--- src/rtl/regport_pkg.sv ---
package regport_pkg;
  typedef enum logic [1:0] {
    CYC_IDLE  = 2'd0,
    CYC_DONE  = 2'd1,
    CYC_FLUSH = 2'd2
  } cyc_state_e;
endpackage

--- src/rtl/regport_cycle.sv ---
module regport_cycle
  import regport_pkg::*;
(
  input  logic clk,
  input  logic rst_n,
  input  logic act_i,
  input  logic pend_i,
  output logic go_o,
  output logic rdy_o,
  output logic flush_o
);
  cyc_state_e state_q, state_d;

  always_comb begin
    state_d = state_q;
    case (state_q)
      CYC_IDLE:  if (act_i) state_d = CYC_DONE;
      CYC_DONE:  if (!act_i) state_d = pend_i ? CYC_FLUSH : CYC_IDLE;
      CYC_FLUSH: state_d = CYC_IDLE;
      default:   state_d = CYC_IDLE;
    endcase
  end

  always_ff @(posedge clk or negedge rst_n) begin
    if (!rst_n) state_q <= CYC_IDLE;
    else        state_q <= state_d;
  end

  assign go_o    = (state_q == CYC_IDLE) && act_i;
  assign rdy_o   = (state_q == CYC_DONE);
  assign flush_o = (state_q == CYC_FLUSH);

  // ready follows the access edge
  p_rdy_after_go_r6: assert property (@(posedge clk) disable iff (!rst_n)
    go_o |=> rdy_o);
  // ready drops once the cycle is released
  p_rdy_drop_r8: assert property (@(posedge clk) disable iff (!rst_n)
    (rdy_o && !act_i) |=> !rdy_o);
  // the reset clock lasts one cycle and never carries ready
  p_flush_single_r10: assert property (@(posedge clk) disable iff (!rst_n)
    flush_o |=> (!flush_o && !rdy_o));
  // a held cycle keeps ready and starts no new access
  p_hold_r11: assert property (@(posedge clk) disable iff (!rst_n)
    (rdy_o && act_i) |=> (rdy_o && !go_o));
endmodule

--- src/rtl/regport_file.sv ---
module regport_file #(
  parameter int DW       = 16,
  parameter int NREG     = 4,
  parameter int STOP_BIT = 2
) (
  input  logic          clk,
  input  logic          rst_n,
  input  logic          go_i,
  input  logic          flush_i,
  input  logic          adr_i,
  input  logic          rd_i,
  input  logic [DW-1:0] wdata_i,
  output logic [DW-1:0] rdata_o,
  output logic          pend_o
);
  localparam int PW = $clog2(NREG);
  localparam logic [DW-1:0] STOP_MASK = {{(DW-1){1'b0}}, 1'b1} << STOP_BIT;

  logic [PW-1:0] ptr_q, ptr_d;
  logic [DW-1:0] regs_q [NREG];
  logic [DW-1:0] regs_d [NREG];
  logic [DW-1:0] rdata_q, rdata_d;
  logic          pend_q, pend_d;
  logic          stopped, open_sel;

  assign stopped  = regs_q[0][STOP_BIT];
  assign open_sel = (ptr_q == '0) || stopped;

  always_comb begin
    ptr_d   = ptr_q;
    rdata_d = rdata_q;
    pend_d  = pend_q;
    for (int i = 0; i < NREG; i++) regs_d[i] = regs_q[i];
    if (go_i && rd_i) begin
      if (adr_i)         rdata_d = {{(DW-PW){1'b0}}, ptr_q};
      else if (open_sel) rdata_d = regs_q[ptr_q];
      else               rdata_d = '0;
    end
    if (go_i && !rd_i) begin
      if (adr_i) begin
        ptr_d = wdata_i[PW-1:0];
      end else if (open_sel) begin
        regs_d[ptr_q] = wdata_i;
        if ((ptr_q == '0) && wdata_i[STOP_BIT]) pend_d = 1'b1;
      end
    end
    if (flush_i) begin
      regs_d[0] = STOP_MASK;
      pend_d    = 1'b0;
    end
  end

  always_ff @(posedge clk or negedge rst_n) begin
    if (!rst_n) begin
      ptr_q   <= '0;
      rdata_q <= '0;
      pend_q  <= 1'b0;
    end else begin
      ptr_q   <= ptr_d;
      rdata_q <= rdata_d;
      pend_q  <= pend_d;
    end
  end

  for (genvar k = 0; k < NREG; k++) begin : g_reg
    always_ff @(posedge clk or negedge rst_n) begin
      if (!rst_n) regs_q[k] <= '0;
      else        regs_q[k] <= regs_d[k];
    end
    if (k > 0) begin : g_lock
      // locked registers keep their value while running
      p_locked_r5: assert property (@(posedge clk) disable iff (!rst_n)
        (go_i && !rd_i && !adr_i && (ptr_q == PW'(k)) && !stopped)
        |=> (regs_q[k] == $past(regs_q[k])));
    end
  end

  assign rdata_o = rdata_q;
  assign pend_o  = pend_q;

  // pointer readback has zero upper bits
  p_ptr_upper_r2: assert property (@(posedge clk) disable iff (!rst_n)
    (go_i && rd_i && adr_i) |=> (rdata_o[DW-1:PW] == '0));
  // locked reads return zero
  p_locked_read_r5: assert property (@(posedge clk) disable iff (!rst_n)
    (go_i && rd_i && !adr_i && (ptr_q != '0) && !stopped) |=> (rdata_o == '0));
  // the reset clock leaves only the stop bit set and clears the request
  p_flush_value_r10: assert property (@(posedge clk) disable iff (!rst_n)
    flush_i |=> ((regs_q[0] == STOP_MASK) && !pend_o));
endmodule

--- src/rtl/regport_slave.sv ---
module regport_slave #(
  parameter int DW       = 16,
  parameter int NREG     = 4,
  parameter int STOP_BIT = 2
) (
  input  logic          clk,
  input  logic          rst_n,
  input  logic          cs_i,
  input  logic          strb_i,
  input  logic          rd_i,
  input  logic          adr_i,
  input  logic [DW-1:0] bus_i,
  output logic [DW-1:0] bus_o,
  output logic          bus_oe_o,
  output logic          rdy_o,
  output logic          rdy_oe_o
);
  logic act, go, flush, pend;

  assign act = cs_i && strb_i;

  regport_cycle u_cycle (
    .clk     (clk),
    .rst_n   (rst_n),
    .act_i   (act),
    .pend_i  (pend),
    .go_o    (go),
    .rdy_o   (rdy_o),
    .flush_o (flush)
  );

  regport_file #(.DW(DW), .NREG(NREG), .STOP_BIT(STOP_BIT)) u_file (
    .clk     (clk),
    .rst_n   (rst_n),
    .go_i    (go),
    .flush_i (flush),
    .adr_i   (adr_i),
    .rd_i    (rd_i),
    .wdata_i (bus_i),
    .rdata_o (bus_o),
    .pend_o  (pend)
  );

  assign bus_oe_o = cs_i && rd_i && !flush;
  assign rdy_oe_o = cs_i && !flush;

  // a pending reset never cuts short a cycle that is still held
  p_defer_r10: assert property (@(posedge clk) disable iff (!rst_n)
    (rdy_o && act) |=> !flush);
endmodule

--- config.mk ---
export PLATFORM = sky130hd
export DESIGN_NAME = regport_slave
export DESIGN_NICKNAME = d
export VERILOG_FILES = /design/src/rtl/regport_pkg.sv /design/src/rtl/regport_cycle.sv /design/src/rtl/regport_file.sv /design/src/rtl/regport_slave.sv
export SDC_FILE = /design/constraint.sdc
export NUM_CORES = 1
export LEC_CHECK = 0
export ABC_AREA = 1
export ABC_CLOCK_PERIOD_IN_PS = 2200
export BUFFER_PORTS_ARGS = -buffer_cell sky130_fd_sc_hd__clkbuf_2
export CAP_MARGIN = 20
export CORE_MARGIN = 2
export CORE_UTILIZATION = 50
export DETAILED_ROUTE_END_ITERATION = 8
export PLACE_DENSITY_LB_ADDON = 0.1
export SLEW_MARGIN = 0
export SYNTH_ARGS = -nofsm -noshare
export SYNTH_HDL_FRONTEND = slang
export SYNTH_HIERARCHICAL = 1
export SYNTH_SLANG_ARGS = --single-unit
export TNS_END_PERCENT = 50
--- constraint.sdc ---
create_clock -name clk -period 2.2 [get_ports clk]
set_clock_uncertainty 0.2 [all_clocks]
set_input_delay 0.11 -clock clk [delete_from_list [all_inputs] [get_ports clk]]
set_output_delay 0.11 -clock clk [all_outputs]
set_load 0.005 [all_outputs]
==> metrics.cfg <==
[run_status]
status=complete, no violations

[logic_synthesis]
synthCells=448
syn_nets=470
ys_seq_area_share_pct=57.5
ys_seq_elements=85
netlist_area_sq_um=3700
synth_area_per_cell_sq_um=8.26
synth_top_family_by_area=simple AND/OR/NAND/NOR gates
synth_compound_area_share_pct=7.30
synthXorXnorAreaFrac_pct=0
synthAdderAreaFrac_pct=0
muxShareOfSynthArea_pct=0
synth_cell_type_count=19
synth_simple_gate_area_share_pct=29.5
ys_warn_count=6

[routing]
first_pass_iters=4
vias_per_cell=4.88
wl_per_cell_um=13.2
drc_errors=0
ant_nets=0
first_iter_violations=244
routed_wl_um=8170
vias=3026

[floorplanning]
die-area_sq_um=8110
initial_core_util_pct=51.3
die_w_um=90.0
core_area_sq_um=7210
die_h_um=90.0
design.portCount=41
rows=31

[clock_network]
cts_tree=yes
cts-htree-levels=3
path_clk_slew_ns=0.08
clkSinkCount=85
postCtsSetupBuffers=0
cts-resized-gates=0
clkLatencyLatePin_ns=0.35
cts_made_buffers=9
clockBufferDepth=2
root_buffer=clkbuf_8

[placement]
port_buffers=40
dp_hpwl_um=5770
dpl_worst_slack_ns=0.294
place_congestion=0.842
place_area_sq_um=4040

[sta]
hold_viol_final=0
worst_slack_ns=0.287
min_period_ns=1.91
max_freq_mhz=523
fin_crit_sh_pct=87.0
setup_viol=0
tightest_slew_ns=0.540
rsz0062_at_grt=false
relSlewSlack_pct=64.0
slew_viol_final=0
tns_ns=0

[grt]
antenna_found_initial=0
grt_first_pass_wirelength_um=14400
grt_max_degree=48
grt.total_usage_pct=22.2
grt_pass1_vias=2949
overflow=0

[flow_run]
maxCapViolCount=0

[layout]
final_common_cell=nand2_1
drive_above_1_share_pct=15.7
fin_nets=538
diodes=0
area_growth_pct=20.6
finalInstanceArea_sq_um=4460
final_cell_mix=207 x nand2_1, 85 x dfrtp_1, 39 x clkbuf_2, 26 x inv_1, 26 x o21ai_1

[worst_setup_path]
slowest_stage=dlygate4sd3_1
cp_top_family=simple AND/OR/NAND/NOR gates
path_cells=dlygate4sd3_1 > clkbuf_2 > nand2_1 > inv_1 > nand2_1 > inv_1 > nand2_1 > nor2_1 > nand2_2 > nor2_4 > nand2_1 > nand2_1
critPathKind=input port to register
crit_path_end_kind=register
arrival_ns=2.01
required_ns=2.29
cpMostUsedCell=nand2_1
slowest_delay_ns=0.53
path_max_fanout=15
start_kind=input port
path_buf_inv=4

[worst_hold_path]
hold_path_class=input port to asynchronous set/reset pin

[power]
powerDensity_nw_per_um2=950
peakVddDrop_uv=504
p_leak_nw=2.32

==> final timing paths <==
kind	from	to	slack (ns)	depth (start not counted)
min in group clk	u_file/rdata_o[4]$_DFFE_PN0P_	u_file/rdata_o[4]$_DFFE_PN0P_	0.28	2
max	cs_i	u_file/regs_q[60]$_DFFE_PN0P_	0.29	12
min reg2reg	u_file/rdata_o[4]$_DFFE_PN0P_	u_file/rdata_o[4]$_DFFE_PN0P_	0.28	2
min	rst_n	u_file/rdata_o[1]$_DFFE_PN0P_	0.07	2
max in group asynchronous	rst_n	u_file/regs_q[56]$_DFFE_PN0P_	1.12	3
max reg2reg	u_cycle/state_q[0]$_DFFE_PN0P_	u_file/regs_q[60]$_DFFE_PN0P_	0.31	9
==> layout make-up <==
| cell class | count | area (sq um) |
|---|---|---|
| clock buffers | 11 | 141 |
| clock inverters | 5 | 60.1 |
| inverters | 29 | 109 |
| fillers | 688 | 2750 |
| multi-input cells | 315 | 1360 |
| repair buffers | 76 | 541 |
| flip-flops and latches | 85 | 2130 |
| well taps | 99 | 124 |
==> cells in the mapped netlist <==
cell | count | area, sq um
a21oi_1 | 3 | 15.0
buf_2 | 10 | 50.1
buf_4 | 3 | 22.5
buf_6 | 1 | 11.3
clkbuf_1 | 5 | 18.8
dfrtp_1 | 85 | 2130
inv_1 | 26 | 97.6
inv_2 | 3 | 11.3
nand2_1 | 207 | 777
nand2_2 | 3 | 18.8
nand3_1 | 19 | 95.1
nand3_2 | 1 | 10.0
nand4_1 | 15 | 93.8
nor2_1 | 10 | 37.5
nor2_2 | 3 | 18.8
nor2_4 | 2 | 22.5
nor3b_4 | 1 | 18.8
o21ai_0 | 25 | 125
o21ai_1 | 26 | 130
==> timing repair <==
item | in CTS | in global routing
endpoints found under the setup margin | 0 | 0
hold buffers | 22 | 0
hold endpoints to repair | 164 | 0
==> where the power goes <==
group	internal [W]	total (W)	switching (W)
registers	0.00194	0.00218	0.000232
clock network	0.000556	0.00112	0.000562
logic	0.000404	0.000947	0.000543
==> metrics by stage <==
stage               total power [W]  hold WS [ns]  utilization (%)  instances
global placement            0.00310       -0.0842             56.0        582
finish                      0.00424        0.0664             61.9        620
detailed placement          0.00313       -0.0835             56.0        582
global route                0.00454         0.130             61.9        620
floorplan                   0.00277        -0.386                -        448
CTS                         0.00427        0.0825             61.9        620
==> registers in the layout, indices dropped and copies added, names as in the netlist <==
signal           flops
u_file/pend_o        1
u_file/ptr_q         2
u_file/rdata_o      16
u_file/regs_q       64
u_cycle/state_q      2
==> worst reg2reg max path: stages (launching register included) <==
cell and delay (ns):
dfrtp_1 0.42, nor2_1 0.10, nand2_1 0.06, inv_1 0.08
nand2_1 0.06, nor2_1 0.23, nand2_2 0.18, nor2_4 0.33
nand2_1 0.11, nand2_1 0.07
==> logic make-up after synthesis <==
kind of cell | count (synthesis)
compound gates | 54
buf+inv | 48
flops | 85
simple gates | 261
==> metal layers <==
metal / global-route usage [%] / up-vias / share of wire [%]
li1: - / 1557 / -
met1: 33.1 / 1392 / 50
met2: 33.1 / 71 / 44
met3: 4.11 / 6 / 5.1
met4: 7.18 / 0 / 1.1
met5: 0 / - / 0
(Power assumes the default switching activity.)
